[src/rtl/cmd_parse_pkg.sv]
// Package: shared character codes, token classes, parser events and states
// for the serial game command parser. Assumes 8-bit ASCII input.
package cmd_parse_pkg;

    localparam logic [7:0] ASC_CR   = 8'h0D;
    localparam logic [7:0] ASC_LF   = 8'h0A;
    localparam logic [7:0] ASC_SP   = 8'h20;
    localparam logic [7:0] ASC_ZERO = 8'h30;
    localparam logic [7:0] ASC_X    = 8'h58;
    localparam logic [7:0] ASC_O    = 8'h4F;
    localparam logic [7:0] ASC_M    = 8'h4D;
    localparam logic [7:0] ASC_S    = 8'h53;
    localparam logic [7:0] ASC_E    = 8'h45;
    localparam logic [7:0] ASC_LA   = 8'h61;
    localparam logic [7:0] ASC_LZ   = 8'h7A;
    localparam logic [7:0] CASE_BIT = 8'h20;

    // Class of one received byte after case folding.
    typedef enum logic [3:0] {
        CC_OTHER,
        CC_TERM,
        CC_SPACE,
        CC_MARK_X,
        CC_MARK_O,
        CC_MENU,
        CC_NEW,
        CC_EXIT,
        CC_DIGIT
    } char_cls_e;

    // Decoded outcome of a completed line.
    typedef enum logic [2:0] {
        EV_NONE,
        EV_PLACE,
        EV_MENU,
        EV_NEW,
        EV_EXIT,
        EV_BAD
    } cmd_ev_e;

    // Position of the parser inside the current line.
    typedef enum logic [2:0] {
        ST_LINE,   // at line start, nothing but spaces seen
        ST_CTRL,   // single control letter seen
        ST_MARK,   // mark letter seen, separator required
        ST_GAP1,   // separator after mark, row digit required
        ST_ROW,    // row digit seen, separator required
        ST_GAP2,   // separator after row, column digit required
        ST_COL,    // full placement seen, only spaces or terminator
        ST_DROP    // line already malformed, wait for terminator
    } parse_st_e;

endpackage

[src/rtl/cmd_char_class.sv]
// Module: cmd_char_class
// Classifies one received byte into a token class for the parser FSM.
// Folds lowercase letters to uppercase when LOWER_OK is set. A digit is
// reported as CC_DIGIT only when it lies in '1'..BOARD_N; any other digit
// falls into CC_OTHER. Assumes 1 <= BOARD_N <= 9. Purely combinational.
module cmd_char_class
    import cmd_parse_pkg::*;
#(
    parameter int BOARD_N  = 3,
    parameter bit LOWER_OK = 1'b1,
    parameter int COORD_W  = 2
) (
    input  logic [7:0]         byte_i,
    output char_cls_e          cls_o,
    output logic [COORD_W-1:0] digit_o
);

    localparam logic [7:0] DIG_LO = ASC_ZERO + 8'd1;
    localparam logic [7:0] DIG_HI = 8'(int'(ASC_ZERO) + BOARD_N);

    logic [7:0] up;

    // Case folding variant picked by parameter.
    generate
        if (LOWER_OK) begin : g_fold
            // Map 'a'..'z' onto 'A'..'Z', pass everything else unchanged.
            always_comb begin
                if (byte_i >= ASC_LA && byte_i <= ASC_LZ) begin
                    up = byte_i - CASE_BIT;
                end else begin
                    up = byte_i;
                end
            end
        end else begin : g_exact
            assign up = byte_i;
        end
    endgenerate

    // Assign the token class of the folded byte.
    always_comb begin
        case (up)
            ASC_CR, ASC_LF: cls_o = CC_TERM;
            ASC_SP:         cls_o = CC_SPACE;
            ASC_X:          cls_o = CC_MARK_X;
            ASC_O:          cls_o = CC_MARK_O;
            ASC_M:          cls_o = CC_MENU;
            ASC_S:          cls_o = CC_NEW;
            ASC_E:          cls_o = CC_EXIT;
            default: begin
                if (up >= DIG_LO && up <= DIG_HI) begin
                    cls_o = CC_DIGIT;
                end else begin
                    cls_o = CC_OTHER;
                end
            end
        endcase
    end

    assign digit_o = COORD_W'(up[3:0]);

    // a byte classed as a digit always carries a board coordinate.
    always_comb begin
        if (cls_o == CC_DIGIT) begin
            a_r6_digit_range: assert (digit_o >= COORD_W'(1) && digit_o <= COORD_W'(BOARD_N))
                else $error("digit class with coordinate %0d", digit_o);
        end
    end

endmodule

[src/rtl/cmd_parse_fsm.sv]
// Module: cmd_parse_fsm
// Line-level parser. Walks the grammar one accepted byte at a time and
// holds the pending mark, row, column and control command. On a terminator
// it reports the event for the line (combinationally, in the cycle the
// terminator is presented) and returns to line start. Assumes the byte
// class comes from cmd_char_class and is only meaningful when valid_i is high.
module cmd_parse_fsm
    import cmd_parse_pkg::*;
#(
    parameter int COORD_W = 2
) (
    input  logic               clk,
    input  logic               rst_n,
    input  logic               valid_i,
    input  char_cls_e          cls_i,
    input  logic [COORD_W-1:0] digit_i,
    output cmd_ev_e            ev_o,
    output logic               mark_o,
    output logic [COORD_W-1:0] row_o,
    output logic [COORD_W-1:0] col_o
);

    parse_st_e          st_q, st_d;
    cmd_ev_e            ctrl_q, ctrl_d;
    logic               mark_q, mark_d;
    logic [COORD_W-1:0] row_q, row_d;
    logic [COORD_W-1:0] col_q, col_d;

    // Next state, captures and line event for the presented byte.
    always_comb begin
        st_d   = st_q;
        ctrl_d = ctrl_q;
        mark_d = mark_q;
        row_d  = row_q;
        col_d  = col_q;
        ev_o   = EV_NONE;
        if (valid_i) begin
            case (st_q)
                ST_LINE: begin
                    case (cls_i)
                        CC_TERM, CC_SPACE: st_d = ST_LINE;
                        CC_MARK_X: begin mark_d = 1'b0; st_d = ST_MARK; end
                        CC_MARK_O: begin mark_d = 1'b1; st_d = ST_MARK; end
                        CC_MENU:   begin ctrl_d = EV_MENU; st_d = ST_CTRL; end
                        CC_NEW:    begin ctrl_d = EV_NEW;  st_d = ST_CTRL; end
                        CC_EXIT:   begin ctrl_d = EV_EXIT; st_d = ST_CTRL; end
                        default:   st_d = ST_DROP;
                    endcase
                end
                ST_CTRL: begin
                    case (cls_i)
                        CC_TERM:  begin ev_o = ctrl_q; st_d = ST_LINE; end
                        CC_SPACE: st_d = ST_CTRL;
                        default:  st_d = ST_DROP;
                    endcase
                end
                ST_MARK: begin
                    case (cls_i)
                        CC_TERM:  begin ev_o = EV_BAD; st_d = ST_LINE; end
                        CC_SPACE: st_d = ST_GAP1;
                        default:  st_d = ST_DROP;
                    endcase
                end
                ST_GAP1: begin
                    case (cls_i)
                        CC_TERM:  begin ev_o = EV_BAD; st_d = ST_LINE; end
                        CC_SPACE: st_d = ST_GAP1;
                        CC_DIGIT: begin row_d = digit_i; st_d = ST_ROW; end
                        default:  st_d = ST_DROP;
                    endcase
                end
                ST_ROW: begin
                    case (cls_i)
                        CC_TERM:  begin ev_o = EV_BAD; st_d = ST_LINE; end
                        CC_SPACE: st_d = ST_GAP2;
                        default:  st_d = ST_DROP;
                    endcase
                end
                ST_GAP2: begin
                    case (cls_i)
                        CC_TERM:  begin ev_o = EV_BAD; st_d = ST_LINE; end
                        CC_SPACE: st_d = ST_GAP2;
                        CC_DIGIT: begin col_d = digit_i; st_d = ST_COL; end
                        default:  st_d = ST_DROP;
                    endcase
                end
                ST_COL: begin
                    case (cls_i)
                        CC_TERM:  begin ev_o = EV_PLACE; st_d = ST_LINE; end
                        CC_SPACE: st_d = ST_COL;
                        default:  st_d = ST_DROP;
                    endcase
                end
                default: begin
                    if (cls_i == CC_TERM) begin
                        ev_o = EV_BAD;
                        st_d = ST_LINE;
                    end
                end
            endcase
        end
    end

    // Parser state and pending fields.
    always_ff @(posedge clk) begin
        if (!rst_n) begin
            st_q   <= ST_LINE;
            ctrl_q <= EV_NONE;
            mark_q <= 1'b0;
            row_q  <= '0;
            col_q  <= '0;
        end else begin
            st_q   <= st_d;
            ctrl_q <= ctrl_d;
            mark_q <= mark_d;
            row_q  <= row_d;
            col_q  <= col_d;
        end
    end

    assign mark_o = mark_q;
    assign row_o  = row_q;
    assign col_o  = col_q;

    // without a valid byte the parse position does not move.
    a_r11_hold_when_idle: assert property (@(posedge clk) disable iff (!rst_n)
        !valid_i |=> $stable(st_q))
        else $error("parser state moved without a valid byte");

    // a malformed line stays discarded until its terminator.
    a_r7_drop_until_term: assert property (@(posedge clk) disable iff (!rst_n)
        (st_q == ST_DROP && valid_i && cls_i != CC_TERM) |=> st_q == ST_DROP)
        else $error("left discard state before terminator");

    // a terminator always brings the parser back to line start.
    a_r8_term_restarts: assert property (@(posedge clk) disable iff (!rst_n)
        (valid_i && cls_i == CC_TERM) |=> st_q == ST_LINE)
        else $error("terminator did not restart the line");

endmodule

[src/rtl/cmd_strobe_reg.sv]
// Module: cmd_strobe_reg
// Output stage. Registers the line event into one-hot single-cycle strobes
// and captures the placement fields only when a placement is decoded, so
// the fields hold between placements. Assumes ev_i is EV_NONE unless a
// terminator byte is presented with valid_i high.
module cmd_strobe_reg
    import cmd_parse_pkg::*;
#(
    parameter int BOARD_N = 3,
    parameter int COORD_W = 2
) (
    input  logic               clk,
    input  logic               rst_n,
    input  logic               valid_i,
    input  cmd_ev_e            ev_i,
    input  logic               mark_i,
    input  logic [COORD_W-1:0] row_i,
    input  logic [COORD_W-1:0] col_i,
    output logic               place_o,
    output logic               mark_o,
    output logic [COORD_W-1:0] row_o,
    output logic [COORD_W-1:0] col_o,
    output logic               menu_o,
    output logic               new_o,
    output logic               exit_o,
    output logic               bad_o
);

    // Strobe decode and placement field capture.
    always_ff @(posedge clk) begin
        if (!rst_n) begin
            place_o <= 1'b0;
            menu_o  <= 1'b0;
            new_o   <= 1'b0;
            exit_o  <= 1'b0;
            bad_o   <= 1'b0;
            mark_o  <= 1'b0;
            row_o   <= '0;
            col_o   <= '0;
        end else begin
            place_o <= (ev_i == EV_PLACE);
            menu_o  <= (ev_i == EV_MENU);
            new_o   <= (ev_i == EV_NEW);
            exit_o  <= (ev_i == EV_EXIT);
            bad_o   <= (ev_i == EV_BAD);
            if (ev_i == EV_PLACE) begin
                mark_o <= mark_i;
                row_o  <= row_i;
                col_o  <= col_i;
            end
        end
    end

    // never two strobes in one cycle.
    a_r9_onehot: assert property (@(posedge clk) disable iff (!rst_n)
        $onehot0({place_o, menu_o, new_o, exit_o, bad_o}))
        else $error("more than one strobe high");

    // a strobe lasts one cycle.
    a_r9_one_cycle: assert property (@(posedge clk) disable iff (!rst_n)
        (place_o || menu_o || new_o || exit_o || bad_o)
        |=> !(place_o || menu_o || new_o || exit_o || bad_o))
        else $error("strobe held for two cycles");

    // a strobe follows an accepted byte.
    a_r9_after_byte: assert property (@(posedge clk) disable iff (!rst_n)
        (place_o || menu_o || new_o || exit_o || bad_o) |-> $past(valid_i))
        else $error("strobe without a preceding byte");

    // placement fields move only together with a placement strobe.
    a_r10_fields_hold: assert property (@(posedge clk) disable iff (!rst_n)
        !place_o |-> $stable({mark_o, row_o, col_o}))
        else $error("placement fields changed without strobe");

    // a placement carries board coordinates.
    a_r2_coord_range: assert property (@(posedge clk) disable iff (!rst_n)
        place_o |-> (row_o >= COORD_W'(1) && row_o <= COORD_W'(BOARD_N)
                     && col_o >= COORD_W'(1) && col_o <= COORD_W'(BOARD_N)))
        else $error("placement outside the board");

endmodule

[src/rtl/cmd_line_parser.sv]
// Module: cmd_line_parser (top)
// Serial game command parser: byte classifier, line FSM and strobe output
// stage. Every decoded line yields one strobe one cycle after its
// terminator byte is accepted. Assumes a byte stream qualified by rx_valid
// and a square board of BOARD_N (1..9) rows and columns.
module cmd_line_parser
    import cmd_parse_pkg::*;
#(
    parameter int  BOARD_N  = 3,
    parameter bit  LOWER_OK = 1'b1,
    localparam int COORD_W  = $clog2(BOARD_N + 1)
) (
    input  logic               clk,
    input  logic               rst_n,
    input  logic               rx_valid,
    input  logic [7:0]         rx_data,
    output logic               place_stb,
    output logic               place_mark,
    output logic [COORD_W-1:0] place_row,
    output logic [COORD_W-1:0] place_col,
    output logic               menu_stb,
    output logic               new_stb,
    output logic               exit_stb,
    output logic               invalid_stb
);

    char_cls_e          cls;
    logic [COORD_W-1:0] digit;
    cmd_ev_e            ev;
    logic               pend_mark;
    logic [COORD_W-1:0] pend_row;
    logic [COORD_W-1:0] pend_col;

    cmd_char_class #(
        .BOARD_N  (BOARD_N),
        .LOWER_OK (LOWER_OK),
        .COORD_W  (COORD_W)
    ) u_class (
        .byte_i  (rx_data),
        .cls_o   (cls),
        .digit_o (digit)
    );

    cmd_parse_fsm #(
        .COORD_W (COORD_W)
    ) u_fsm (
        .clk     (clk),
        .rst_n   (rst_n),
        .valid_i (rx_valid),
        .cls_i   (cls),
        .digit_i (digit),
        .ev_o    (ev),
        .mark_o  (pend_mark),
        .row_o   (pend_row),
        .col_o   (pend_col)
    );

    cmd_strobe_reg #(
        .BOARD_N (BOARD_N),
        .COORD_W (COORD_W)
    ) u_out (
        .clk     (clk),
        .rst_n   (rst_n),
        .valid_i (rx_valid),
        .ev_i    (ev),
        .mark_i  (pend_mark),
        .row_i   (pend_row),
        .col_i   (pend_col),
        .place_o (place_stb),
        .mark_o  (place_mark),
        .row_o   (place_row),
        .col_o   (place_col),
        .menu_o  (menu_stb),
        .new_o   (new_stb),
        .exit_o  (exit_stb),
        .bad_o   (invalid_stb)
    );

endmodule

[config.mk]
export PLATFORM = sky130hd
export DESIGN_NAME = cmd_line_parser
export DESIGN_NICKNAME = d
export VERILOG_FILES = /design/src/rtl/cmd_parse_pkg.sv /design/src/rtl/cmd_char_class.sv /design/src/rtl/cmd_parse_fsm.sv /design/src/rtl/cmd_strobe_reg.sv /design/src/rtl/cmd_line_parser.sv
export SDC_FILE = /design/constraint.sdc
export NUM_CORES = 1
export LEC_CHECK = 0
export ABC_AREA = 1
export ABC_CLOCK_PERIOD_IN_PS = 2500
export BUFFER_PORTS_ARGS = -buffer_cell sky130_fd_sc_hd__buf_4
export CORE_AREA = 4 4 116 63
export DETAILED_ROUTE_END_ITERATION = 10
export DIE_AREA = 0 0 120 67
export PLACE_DENSITY = 0.39
export SLEW_MARGIN = 15
export SYNTH_ARGS = -nofsm -noshare
export SYNTH_HDL_FRONTEND = slang
export SYNTH_HIERARCHICAL = 1
export SYNTH_SLANG_ARGS = --single-unit
[constraint.sdc]
create_clock -name clk -period 2.5 [get_ports clk]
set_clock_uncertainty 0.2 [all_clocks]
set_input_delay 0 -clock clk [delete_from_list [all_inputs] [get_ports clk]]
set_output_delay 0 -clock clk [all_outputs]
set_load 0.05 [all_outputs]
# [Word-level counts from Yosys, hierarchy flattened]
# Cells that the tools add are included.
[totals] reg_bits=21 out_inout_bits=10 elab_cells=79
[op_classes] add_sub_neg=1 order_cmp=4 eq_ne=27 n_mux=19 n_reduce_logical=15
[ops] cell="$pmux W3 S3" count=5
[ops] cell="$eq A8 B7 Y1 const B" count=5
[ops] cell="$pmux W4 S7" count=1
[ops] cell="$pmux W3 S2" count=4
[ops] cell="$pmux W3 S7" count=1
[ops] cell="$eq A4 B3 Y1 const B" count=4
[ops] cell="$eq A8 B4 Y1 const B" count=2
[ops] cell="$eq A3 B3 Y1 const B" count=5
[ops] cell="$eq A3 B2 Y1 const B" count=4
[ops] cell="$mux W3" count=4
[ops] cell="$reduce_and A3 Y1" count=4
[ops] cell="$eq A4 B2 Y1 const B" count=2
[ops] cell="$eq A8 B6 Y1 const B" count=1
[ops] cell="$ge A8 B6 Y1 const B" count=1
[ops] cell="$ge A8 B7 Y1 const B" count=1
[ops] cell="$le A8 B6 Y1 const B" count=1
[ops] cell="$le A8 B7 Y1 const B" count=1
[ops] cell="$mux W8" count=1
[ops] cell="$reduce_bool A8 Y1" count=1
[ops] cell="$sub A8 B6 Y8 const B" count=1
[ops] cell="$eq A3 B1 Y1 const B" count=2
[ops] cell="$reduce_or A2 Y1" count=3
[ops] cell="$eq A4 B1 Y1 const B" count=1
[ops] cell="$eq A4 B4 Y1 const B" count=1
[ops] cell="other kinds (9)" count=10

# [Longest topological paths before layout]
# Gate-level depths: netlist of run 1.
[depth] ltp_word=12 depth_mapped=23 ltp_nobuf=23

# [By module]
# Netlist of run 1, hierarchy kept.
[by_module_without_submodules] module="cmd_parse_fsm" n_inst=1 cells_each=131 area_per_inst_um2=780.7
[by_module_without_submodules] module="cmd_strobe_reg" n_inst=1 cells_each=49 area_per_inst_um2=385.4
[by_module_without_submodules] module="cmd_char_class" n_inst=1 cells_each=66 area_per_inst_um2=350.3

# [Least setup slack after synthesis of run 1]
# Ideal clock, no wire load.
[synth_timing] path_type="input to register" startpoint="in rx_data[0]" endpoint="reg u_out.mark_o" setup_time_ps=114 t_arrival_ps=2025 required_ps=2186 slack_ps=161 path_stages=17 n_path_buf=1 cell_sequence="inv_1 -> nand2_1 -> nor2_1 -> nand2_1 -> nand3_2 -> nand2_2 -> nand2_1 -> nand2_1 -> nor4_1 -> nor2_4 -> nand4_1 -> a21oi_1 -> inv_1 -> nand3_2 -> buf_6 -> nor2_1 -> nor2_2"
[synth_via] elab_chain_cells=12
[synth_rtl] element="from (decl)" line="cmd_line_parser.sv:16" text="input logic [7:0] rx_data,"
[synth_rtl] element="$ge A8 B7 Y1 / $le A8 B7 Y1 (equally long branches)" line="cmd_char_class.sv:28" text="if (byte_i >= ASC_LA && byte_i <= ASC_LZ) begin"
[synth_rtl] element="$logic_and A1 B1 Y1" line="cmd_char_class.sv:28"
[synth_rtl] element="$mux W8 (*)" line="cmd_char_class.sv:28"
[synth_rtl] element="$ge A8 B6 Y1 / $le A8 B6 Y1 (equally long branches)" line="cmd_char_class.sv:50" text="if (up >= DIG_LO && up <= DIG_HI) begin"
[synth_rtl] element="$logic_and A1 B1 Y1" line="cmd_char_class.sv:50"
[synth_rtl] element="$mux W4" line="cmd_char_class.sv:50"
[synth_rtl] element="$pmux W4 S7 (*)" line="cmd_char_class.sv:41" text="case (up)"
[synth_rtl] element="via cls[3]" line="cmd_line_parser.sv:27" text="char_cls_e cls;"
[synth_rtl] element="$eq A4 B1 Y1 (*)"
[synth_rtl] element="$mux W3, on equally long branches"
[synth_rtl] element="$pmux W3 S3 (*)" line="cmd_parse_fsm.sv:38" text="case (st_q)"
[synth_rtl] element="$mux W3 (*)" line="cmd_parse_fsm.sv:37" text="if (valid_i) begin"
[synth_rtl] element="via ev[2]" line="cmd_line_parser.sv:29" text="cmd_ev_e ev;"
[synth_rtl] element="$eq A3 B1 Y1 (*)" line="cmd_strobe_reg.sv:46" text="if (ev_i == EV_PLACE) begin"
[synth_rtl] element="to (signal assigned)" line="cmd_strobe_reg.sv:47" text="mark_o <= mark_i;"
[synth_rtl] element="to (decl)" line="cmd_strobe_reg.sv:20" text="output logic mark_o,"
# The timed path passes the listed nets; every way through them passes the cells marked *.
# A chain may end at the register's enable or synchronous reset.

# [Worst setup path after layout of run 1]
[layout_timing] startpoint="in rx_data[1]" endpoint="reg u_fsm.st_q[1]"
[layout_rtl] element="$ge A8 B7 Y1 / $le A8 B7 Y1 (equally long branches)" line="cmd_char_class.sv:28"
[layout_rtl] element="$logic_and A1 B1 Y1" line="cmd_char_class.sv:28"
[layout_rtl] element="$mux W8 (*)" line="cmd_char_class.sv:28"
[layout_rtl] element="$eq A8 B4 Y1" line="cmd_char_class.sv:41"
[layout_rtl] element="$reduce_or A2 Y1"
[layout_rtl] element="$pmux W4 S7 (*)" line="cmd_char_class.sv:41"
[layout_rtl] element="via cls[2]" line="cmd_line_parser.sv:27"
[layout_rtl] element="$eq A4 B3 Y1 (tied with other cells)" line="cmd_parse_fsm.sv:40" text="case (cls_i)"
[layout_rtl] element="$reduce_or A3 Y1 (no source line) (tied with other cells)"
[layout_rtl] element="$pmux W3 S3" line="cmd_parse_fsm.sv:40"
[layout_rtl] element="$pmux W3 S7" line="cmd_parse_fsm.sv:38"
[layout_rtl] element="to (signal assigned)" line="cmd_parse_fsm.sv:113" text="st_q <= st_d;"
[layout_rtl] element="to (decl)" line="cmd_parse_fsm.sv:23" text="parse_st_e st_q, st_d;"
# Marks and branches as above.

==> results of run 1 <==
==> metal layers <==
| metal | part of all wire | vias to the layer above |
|---|---|---|
| met1 | 0.62 | 639 |
| met3 | 0.053 | 0 |
| met5 | 0 | - |
| met4 | 0 | 0 |
| met2 | 0.33 | 20 |
| li1 | - | 847 |
==> power groups by stage <==
stage | Clock, mW | Sequential [mW] | Combinational, mW
floorplan | 0 | 0.360 | 0.162
global route | 0.371 | 0.363 | 0.255
CTS | 0.348 | 0.360 | 0.221
global placement | 0 | 0.368 | 0.218
detailed placement | 0 | 0.368 | 0.215
finish | 0.334 | 0.361 | 0.223
==> sequential cells by signal (all words and copies together), names as in the netlist <==
signal and count:
u_out/row_o 2, u_out/new_o 1, u_out/exit_o 1, u_out/mark_o 1
u_fsm/col_o 2, u_out/place_o 1, u_fsm/ctrl_q 3, u_fsm/row_o 2
u_fsm/st_q 3, u_out/menu_o 1, u_out/bad_o 1, u_fsm/mark_o 1
u_out/col_o 2
==> area by class of cell <==
type                       instances  area (µm²)
clock buffer                       3        75.1
sequential                        21         420
inverter                          36         135
multi-input combinational        183         931
fill                             736        4420
tap                               92         115
clock inverter                     1        5.00
timing repair buffer              36         280
==> what timing repair did <==
action                     CTS  global route
setup buffers                0             1
setup endpoints to repair    0             8
hold endpoints to repair    16             0
gates resized for setup      0             4
hold buffers                 4             0
==> worst max-delay path: cells and delay by family <==
| family | cells | cell delay, ns |
|---|---|---|
| AO/OA/AOI/OAI | 1 | 0.11 |
| buffers and inverters | 7 | 1.02 |
| AND/OR/NAND/NOR | 12 | 1.13 |
==> logic make-up after synthesis <==
family | synth area share
and+or+nand+nor | 0.504
buffers and inverters | 0.122
AOI/OAI and AO/OA | 0.0883
DFF | 0.277
adders and majority gates | 0.00825
==> cells in the final DEF, fill, tap and decap left out <==
cell / instances
nand3_1: 26
nor3_2: 1
nand3b_1: 1
nand4_1: 2
a21oi_2: 3
inv_1: 28
nand2_1: 62
clkinv_1: 1
clkinv_2: 1
nor4_1: 2
o21ai_0: 7
inv_2: 7
dfxtp_1: 21
nor4_2: 1
nand3_4: 2
ha_1: 1
nor2_1: 38
o211ai_1: 2
a21boi_1: 1
a21oi_1: 7
o211a_1: 1
nor3_1: 3
o21ai_2: 1
or2_2: 1
nand2_4: 2
nor2_2: 8
nor2_4: 3
nand2_2: 6
dlygate4sd3_1: 4
nand3_2: 2
buf_4: 32
clkbuf_16: 3
==> how the worst max path moves through the flow <==
| stage | end | slack [ns] |
|---|---|---|
| floorplan | u_out/mark_o | 0.16 |
| global placement | u_out/row_o[1] | -0.08 |
| detailed placement | u_out/col_o[0] | -0.06 |
| CTS | u_out/row_o[1] | 0.06 |
| global route | u_out/col_o[1] | -0.008 |
| finish | u_fsm/st_q[1] | 0.24 |
==> per-stage QoR <==
step                      utilization  std cells  setup slack [ns]  setup TNS (ns)
after floorplan                     -        246             0.161               0
after global placement          0.284        363           -0.0798          -0.388
after detailed placement        0.284        363           -0.0645          -0.298
after CTS                       0.303        371            0.0635               0
after global routing            0.307        372          -0.00791        -0.00791
final                           0.307        372             0.244               0
==> flow_metrics.env, run 1 <==
export IMPL_gp_congestion=0.785
export IMPL_io_pins=21
export IMPL_viasPerCell=4.05
export IMPL_cts_root_buffer="clkbuf_16"
export IMPL_gr_total_overflow=0
export IMPL_core_area_um2=6380
export IMPL_crit_path_end_kind="flop"
export IMPL_diodes=0
export IMPL_grt_pass1_vias=1389
export IMPL_yosys_area_top_type="dfxtp_1"
export IMPL_track_usage=0.102
export IMPL_synth_area_um2=1520
export IMPL_reg2reg_from="u_fsm/st_q[2]"
export IMPL_hold_end="u_fsm/ctrl_q[0]"
export IMPL_clock_latency_ns=0.25
export IMPL_ys_flop_type="dfxtp_1"
export IMPL_period_share=0.902
export IMPL_yosysWarningCount=6
export IMPL_tightest_slew_ns=0.494
export IMPL_start_kind="input port"
export IMPL_synth_seq_cells=21
export IMPL_area_growth_pct=29.4
export IMPL_setup_violations=0
export IMPL_synthesis_nets=258
export IMPL_netlist_area_leader_share=0.277
export IMPL_status="finished clean"
export IMPL_peakVddDrop_uv=249
export IMPL_netlist_top_cells_area="dfxtp_1 (28%), nand2_1 (16%), nor2_1 (9.4%)"
export IMPL_ys_types=30
export IMPL_clkTransAtPathRegs_ns=0.06
export IMPL_seq_power_share=0.393
export IMPL_p_leak_nw=0.961
export IMPL_cp_slowest_cell="dlygate4sd3_1"
export IMPL_p_per_area_nw_per_um2=468
export IMPL_hp_class="reg2reg"
export IMPL_clkSinkCount=21
export IMPL_required_ns=2.49
export IMPL_wl_per_cell_um=10.4
export IMPL_grt_pass1_wl_um=6600
export IMPL_antenna_found_initial=0
export IMPL_hold_viol_final=0
export IMPL_critPathMaxStageDelay_ns=0.54
export IMPL_synth_common_cells="nand2_1 (63), nor2_1 (38), inv_1 (28)"
export IMPL_hpwl_um=3230
export IMPL_cts_made_buffers=3
export IMPL_ys_seq_area_frac=0.277
export IMPL_fmax_mhz=443
export IMPL_p_int_uw=643
export IMPL_finalMaxSlewViolations=0
export IMPL_slew_limit_headroom=0.668
export IMPL_use_met1=0.173
export IMPL_r2r_cells=8
export IMPL_p_comb_frac=0.243
export IMPL_hold_ws_ns=0.266
export IMPL_use_met2=0.122
export IMPL_switchingPower_uw=275
export IMPL_cts_htree_levels=1
export IMPL_dr_first_iter_drc_count=100
export IMPL_power_uw=918
export IMPL_start_util=0.238
export IMPL_final_area_um2=1960
export IMPL_clock_tree_buffer_depth=2
export IMPL_drc=0
export IMPL_drv_cap=0
export IMPL_ant_nets=0
export IMPL_syn_inst=246
export IMPL_worstReg2RegEnd="u_out/row_o[1]"
export IMPL_die_w_um=120
export IMPL_synth_edf_count=0
export IMPL_crit_path_frequent_cell="nand2_1"
export IMPL_drt_wl_total_um=3860
export IMPL_hold_depth=2
export IMPL_grt_max_degree=15
export IMPL_finalNetCount=293
export IMPL_cp_arrival_ns=2.25
export IMPL_crit_chain="buf_4 -> dlygate4sd3_1 -> buf_4 -> inv_1 -> nor4_2 -> nand3_1 -> nand2_1 -> inv_1 -> nand2_1 -> buf_4 -> inv_2 -> nor2_4 -> nand2_1 -> nand2_1 -> nand2_1 -> nand2_1 -> nor2_1 -> nand2_1 -> nand2_1 -> a21oi_2"
export IMPL_grt_met3_usage=0.0271
export IMPL_layout_min_cycle_time_ns=2.26
export IMPL_final_layout_size_suffix_gt1_frac=0.261
export IMPL_port_buffer_count=20
export IMPL_hp_start="u_fsm/ctrl_q[0]"
export IMPL_dieArea_um2=8040
export IMPL_rows=21
export IMPL_switching_share=0.299
export IMPL_dieHeight_um=67
export IMPL_synth_avg_cell_area_um2=6.16
export IMPL_p_clk_frac=0.364
export IMPL_synthArstFlopShare=0
export IMPL_crit_start="rx_data[1]"
export IMPL_placed_cell_area_um2=1810
export IMPL_dr_pass1_iters=4
export IMPL_cts_tree="done"
export IMPL_top_usage_layer="met1"
export IMPL_vias=1506
export IMPL_ff2ff_setup_slack_ns=0.57
export IMPL_synth_most_common_cell="nand2_1"
export IMPL_timing_worst_setup_path_type="in2reg"
export IMPL_cp_max_fo=6
Power figures use the tool's default switching activity.
==> run 2: changes to the inputs <==
Settings changed: ABC_AREA 1 to not set, CORE_AREA 4 4 116 63 to 4 4 113 61, DIE_AREA 0 0 120 67 to 0 0 117 65, PLACE_DENSITY 0.39 to 0.4.
==> run 2 against run 1 <==
Net effect:
- via count decreased by 11%
- final area down 6.3%
- clock-buffer cell count unchanged
- critical endpoint is now u_out/col_o[1]
==> flow_metrics.env, run 2 <==
export IMPL_rsz0062_at_grt="no"
export IMPL_cts_tree="done"
export IMPL_ant_nets=0
export IMPL_cts_resized=0
export IMPL_ys_flop_type="dfxtp_1"
export IMPL_period_share=0.907
export IMPL_synth_seq_cells=21
export IMPL_antenna_found_initial=0
export IMPL_synth_common_cells="dfxtp_1 (21), nand2_1 (17), mux2i_1 (12), nor2_1 (12), a21oi_1 (8)"
export IMPL_drv_cap=0
export IMPL_synth_most_common_cell="dfxtp_1"
export IMPL_timing_worst_setup_path_type="in2reg"
export IMPL_hpwl_um=2920
export IMPL_syn_inst=166
export IMPL_gr_total_overflow=0
export IMPL_wl_per_cell_um=13.7
export IMPL_finalMaxSlewViolations=0
export IMPL_multi_input_area_um2=931
export IMPL_reg_top3="u_fsm/ctrl_q (3), u_fsm/st_q (3)"
export IMPL_required_ns=2.48
export IMPL_dieHeight_um=65
export IMPL_synthesis_nets=178
export IMPL_clock_latency_ns=0.25
export IMPL_dr_pass1_iters=4
export IMPL_tightest_slew_ns=0.621
export IMPL_final_seq_area_um2=420
export IMPL_grt_pass1_vias=1303
export IMPL_clkSinkCount=21
export IMPL_use_met2=0.143
export IMPL_layout_commonest_cell="buf_4"
export IMPL_finalNetCount=208
export IMPL_peakVddDrop_uv=216
export IMPL_use_met1=0.159
export IMPL_yosysWarningCount=6
export IMPL_final_cells=272
export IMPL_clock_tree_buffer_depth=2
export IMPL_core_area_um2=5910
export IMPL_grt_pass1_wl_um=6240
export IMPL_dr_first_iter_drc_count=102
export IMPL_grt_met3_usage=0.0271
export IMPL_setup_violations=0
export IMPL_clkTransAtPathRegs_ns=0.06
export IMPL_rows=20
export IMPL_p_per_area_nw_per_um2=458
export IMPL_grt_max_degree=19
export IMPL_cp_max_fo=5
export IMPL_crit_path_end_kind="flop"
export IMPL_slew_limit_headroom=0.585
export IMPL_vias=1335
export IMPL_hp_class="in2reg"
export IMPL_dieArea_um2=7610
export IMPL_reg2reg_from="u_fsm/st_q[1]"
export IMPL_layout_min_cycle_time_ns=2.27
export IMPL_p_leak_nw=0.733
export IMPL_gp_congestion=0.793
export IMPL_final_layout_size_suffix_gt1_frac=0.267
export IMPL_nFillCells=631
export IMPL_io_pins=21
export IMPL_diodes=0
export IMPL_hp_start="rx_data[3]"
export IMPL_cp_arrival_ns=2.24
export IMPL_ys_seq_area_frac=0.289
export IMPL_start_util=0.246
export IMPL_die_w_um=117
export IMPL_area_growth_pct=26.5
export IMPL_track_usage=0.105
export IMPL_ys_types=59
export IMPL_hold_ws_ns=0.152
export IMPL_viasPerCell=4.91
export IMPL_cts_htree_levels=1
export IMPL_drc=0
export IMPL_synth_avg_cell_area_um2=8.75
export IMPL_drt_wl_total_um=3740
export IMPL_port_buffer_count=20
export IMPL_final_cell_mix="buf_4 (33), dfxtp_1 (21), nand2_1 (17)"
export IMPL_top_usage_layer="met1"
export IMPL_cts_made_buffers=3
export IMPL_yosys_area_top_type="dfxtp_1"
export IMPL_netlist_area_leader_share=0.289
export IMPL_crit_start="rx_data[5]"
export IMPL_synth_edf_count=0
export IMPL_synthArstFlopShare=0
export IMPL_hold_viol_final=0
export IMPL_start_kind="input port"
export IMPL_synth_area_um2=1450
export IMPL_dp_cells=264
export IMPL_fmax_mhz=441
export IMPL_status="finished clean"
export IMPL_netlist_top_cells_area="dfxtp_1 (29%), mux2i_1 (8.3%), nand2_1 (4.4%)"
export IMPL_cts_root_buffer="clkbuf_16"
-- run 2: changes by cell type in the layout (fill, tap and decap cells not counted), sizes merged, moves of 3 or more --
cell	change
a311oi	+3
and3	+3
inv	-29
mux2i	+12
nand2	-53
nand2b	+6
nand3	-25
nand4b	+3
nor2	-36
nor2b	+3
nor3b	+3
nor4b	+3
-- run 2: per-stage QoR --
| stage | setup slack (ns) | instance area, µm² | power [mW] | utilization | setup TNS [ns] |
|---|---|---|---|---|---|
| floorplan | 0.00540 | 1460 | 0.459 | - | 0 |
| global route | 0.0280 | 1840 | 0.883 | 0.311 | 0 |
| finish | 0.233 | 1840 | 0.843 | 0.311 | 0 |
| global placement | 0.0660 | 1720 | 0.503 | 0.291 | 0 |
| CTS | 0.207 | 1840 | 0.853 | 0.311 | 0 |
| detailed placement | -0.0484 | 1720 | 0.505 | 0.291 | -0.200 |
-- run 2: worst paths after layout --
path	slack, ns	cells past startpoint	end
min reg2reg	0.26	2	u_out/mark_o
min	0.15	5	u_fsm/ctrl_q[0]
max reg2reg	0.51	7	u_out/col_o[1]
max	0.23	15	u_out/col_o[1]
-- run 2: final cells by class --
type | instances | share of cell area
flip-flops and latches | 21 | 0.229
multi-input cells | 127 | 0.506
repair buffers | 37 | 0.157
clock inverters | 1 | 0.00272
inverters | 6 | 0.0123
well taps | 77 | 0.0524
clock buffers | 3 | 0.0408
-- run 2: kinds of logic after synthesis --
| family | Yosys count | synth area share |
|---|---|---|
| buf+inv | 18 | 0.0775 |
| compound gates | 36 | 0.183 |
| xor+xnor | 2 | 0.0172 |
| mux | 12 | 0.0827 |
| flops | 21 | 0.289 |
| simple gates | 76 | 0.342 |
| fa+ha+maj | 1 | 0.00861 |
-- run 2: routing by layer --
| layer | up-vias | routed length (µm) |
|---|---|---|
| li1 | 672 | - |
| met5 | - | 0 |
| met4 | 0 | 27 |
| met1 | 635 | 2000 |
| met3 | 2 | 153 |
| met2 | 26 | 1560 |
-- run 2: critical path, stage by stage --
cell and delay, ns:
buf_4 0.08, inv_1 0.03, ha_1 0.28, o21ai_0 0.08, and2_1 0.19, nand4b_1 0.11
o311ai_2 0.13, nor4b_2 0.37, nand2_1 0.12, buf_4 0.16, nor3_2 0.16, buf_4 0.16
nor3b_4 0.04, buf_4 0.16, mux2i_1 0.16
-- run 2: what timing repair did --
| item | CTS | global route |
|---|---|---|
| endpoints found under the hold margin | 19 | 0 |
| buffers inserted | 0 | 0 |
| hold buffers | 4 | 0 |
| setup endpoints to repair | 0 | 1 |
-- run 2: power breakdown --
group	switching, mW	total, mW	leakage [nW]	internal [mW]
logic	0.0793	0.148	0.522	0.0683
clock network	0.124	0.339	0.0409	0.215
registers	0.0163	0.356	0.170	0.340
total	0.220	0.843	0.733	0.623
==> run 3: changes to the inputs <==
Settings changed: ABC_CLOCK_PERIOD_IN_PS 2500 to 2900, CORE_AREA 4 4 113 61 to 4 4 110 60, DIE_AREA 0 0 117 65 to 0 0 114 64, SYNTH_HIERARCHICAL 1 to not set.
Clock period 2.5 ns to 2.9 ns, I/O delays scaled along.
==> run 3 against run 2 <==
Net effect:
- setup slack better by 0.17 ns
- flip-flop and latch count stayed put
- cell count is 1.8% lower
- synthesized cell count increased by 2.4%
- first-iteration DRC count is 31% lower
- non-clock buffer count shrank 12
- critical path depth decreased by 8
- final area fell by 7.3%
- core utilization fell by 1.5 points
- clock-buffer cell count increased by 1
- combinational power rose by 28%
- die area is 4.1% lower
- critical path type unchanged
- largest cell class unchanged
==> flow_metrics.env, run 3 <==
export IMPL_status="finished clean"
export IMPL_final_cell_mix="nor2_1 (21), buf_4 (21), dfxtp_1 (21)"
export IMPL_netlist_area_leader_share=0.305
export IMPL_synth_xor_area_frac=0.00636
export IMPL_synth_edf_count=0
export IMPL_finalNetCount=203
export IMPL_cts_resized=0
export IMPL_r2r_cells=5
export IMPL_synth_fa_ha_area_frac=0.00909
export IMPL_gp_congestion=0.897
export IMPL_synthesis_nets=182
export IMPL_ff2ff_setup_slack_ns=0.60
export IMPL_die_w_um=114
export IMPL_worstReg2RegEnd="u_fsm.col_o[1]"
export IMPL_cts_htree_levels=1
export IMPL_crit_path_end_kind="flop"
export IMPL_area_growth_pct=23.8
export IMPL_hp_class="in2reg"
export IMPL_clkSinkCount=21
export IMPL_dr_first_iter_drc_count=70
export IMPL_peakVddDrop_uv=204
export IMPL_critPathMaxStageDelay_ns=0.59
export IMPL_cts_tree="done"
export IMPL_fmax_mhz=401
export IMPL_final_area_um2=1700
export IMPL_yosysWarningCount=0
export IMPL_rsz0062_at_grt="no"
export IMPL_setup_violations=0
export IMPL_grt_pass1_vias=1275
export IMPL_reg_top3="u_fsm.ctrl_q (3), u_fsm.st_q (3)"
export IMPL_io_pins=21
export IMPL_placed_cell_area_um2=1590
export IMPL_synth_area_um2=1380
export IMPL_cts_root_buffer="clkbuf_16"
export IMPL_synth_compound_area_share=0.247
export IMPL_ant_nets=0
export IMPL_viasPerCell=5.13
export IMPL_drv_cap=0
export IMPL_clkTransAtPathRegs_ns=0.06
export IMPL_start_util=0.239
export IMPL_nFillCells=631
export IMPL_ys_types=52
export IMPL_required_ns=2.82
export IMPL_period_share=0.861
export IMPL_yosys_area_share_simple=0.306
export IMPL_start_kind="input port"
export IMPL_finalMaxSlewViolations=0
export IMPL_drt_wl_total_um=3660
export IMPL_antenna_found_initial=0
export IMPL_hold_viol_final=0
export IMPL_dieArea_um2=7300
export IMPL_hold_end="u_fsm.st_q[2]"
export IMPL_ys_flop_type="dfxtp_1"
export IMPL_yosys_area_top_type="dfxtp_1"
export IMPL_synth_avg_cell_area_um2=8.10
export IMPL_synthMuxAreaShare=0.0655
export IMPL_cp_arrival_ns=2.41
export IMPL_place_worst_setup_slack_ns=0.661
export IMPL_dr_pass1_iters=4
export IMPL_timing_worst_setup_path_type="in2reg"
export IMPL_drc=0
export IMPL_port_buffer_count=20
export IMPL_core_area_um2=5760
export IMPL_cp_slowest_cell="or4_1"
export IMPL_clock_tree_buffer_depth=2
export IMPL_synthArstFlopShare=0
export IMPL_cts_hold_buffers=4
export IMPL_track_usage=0.105
export IMPL_synth_common_cells="dfxtp_1 (21), nor2_1 (21), inv_1 (10)"
export IMPL_syn_inst=170
export IMPL_final_layout_size_suffix_gt1_frac=0.184
export IMPL_reg2reg_from="u_fsm.st_q[0]"
export IMPL_p_per_area_nw_per_um2=462
export IMPL_clock_latency_ns=0.25
export IMPL_ys_seq_area_frac=0.305
export IMPL_synth_seq_cells=21
export IMPL_rows=20
export IMPL_cts_made_buffers=3
export IMPL_wl_per_cell_um=13.7
export IMPL_hpwl_um=2860
export IMPL_layout_setup_ws_ns=0.404
export IMPL_netlist_top_cells_area="dfxtp_1 (31%), mux2i_1 (6.5%), nor2_1 (5.7%)"
export IMPL_vias=1371
export IMPL_hp_start="rx_data[7]"
export IMPL_post_cts_setup_buffers=0
export IMPL_layout_min_cycle_time_ns=2.50
export IMPL_grt_pass1_wl_um=6230
export IMPL_tightest_slew_ns=0.724
export IMPL_slew_limit_headroom=0.513
export IMPL_gr_total_overflow=0
export IMPL_grt_max_degree=15
export IMPL_fin_tns_setup_ns=0
export IMPL_p_leak_nw=0.647
export IMPL_synth_top_family_by_area="simple AND/OR/NAND/NOR gates"
export IMPL_crit_chain="dlygate4sd3_1 -> buf_4 -> or4_1 -> nor4b_2 -> a211oi_1 -> nor4_1 -> o311ai_1"
export IMPL_cp_max_fo=14
export IMPL_dieHeight_um=64
export IMPL_hold_depth=5
export IMPL_power_uw=788
export IMPL_diodes=0
-- run 3: cell types whose count changed in the layout (fill, tap and decap cells not counted), sizes merged, moves of 4 or more --
cell | previous run | this run
buf | 33 | 21
nor4 | 2 | 6
nor2 | 13 | 21
inv | 6 | 10
a211oi | 1 | 6
nand3b | 0 | 7
nand2 | 17 | 10
-- run 3: logic make-up (layout without fill, tap and decap cells) --
family | count (synthesis) | in the layout
AO/OA/AOI/OAI | 46 | 46
adder cells (fa/ha/maj) | 1 | 1
buffers and inverters | 19 | 39
XOR/XNOR | 1 | 1
multiplexers | 9 | 9
AND/OR/NAND/NOR | 73 | 73
flip-flops | 21 | 21
-- run 3: worst max-delay path, delay by kind of cell --
kind | cells | cell delay (ns)
compound gates | 2 | 0.22
simple gates | 3 | 1.46
buf+inv | 2 | 0.72
-- run 3: where the power goes --
part	switching [mW]	internal (mW)	leakage, nW
registers	0.0142	0.298	0.170
clock network	0.0987	0.187	0.0382
logic	0.115	0.0747	0.439
total	0.228	0.559	0.647
-- run 3: worst max path at each step --
stage | startpoint | end | slack, ns | cells after the start
after floorplan | u_fsm.st_q[2] | u_fsm.ctrl_q[0] | 1.14 | 5
after global placement | u_fsm.st_q[0] | u_fsm.col_o[0] | 0.60 | 5
after detailed placement | u_fsm.st_q[0] | u_fsm.col_o[1] | 0.66 | 5
after CTS | rx_data[1] | u_fsm.st_q[1] | 0.46 | 7
after global routing | rx_data[1] | u_fsm.st_q[1] | 0.30 | 7
final | rx_data[1] | u_fsm.st_q[1] | 0.40 | 7
-- run 3: per-stage QoR --
stage                     instances   util  hold slack (ns)
after CTS                       267  0.296           0.0247
after global placement          259  0.275            0.115
after detailed placement        259  0.275            0.113
final                           267  0.296           0.0355
after global routing            267  0.296           0.0875
after floorplan                 170      -           0.0621
-- run 3: area by class of cell --
type | instances | area, µm² | share of cell area
Timing Repair Buffer | 25 | 198 | 0.116
Tap cell | 77 | 96.3 | 0.0565
Multi-Input combinational cell | 130 | 873 | 0.512
Clock buffer | 4 | 78.8 | 0.0463
Inverter | 10 | 37.5 | 0.0220
Sequential cell | 21 | 420 | 0.247
-- run 3: layer usage --
layer / global-route usage / routed length [µm] / share of wire / vias to the layer above
li1: - / - / - / 680
met1: 0.160 / 1950 / 0.53 / 651
met2: 0.147 / 1490 / 0.41 / 38
met3: 0.0293 / 215 / 0.059 / 2
met4: 0.0178 / 8 / 0.0022 / 0
met5: 0 / 0 / 0 / -
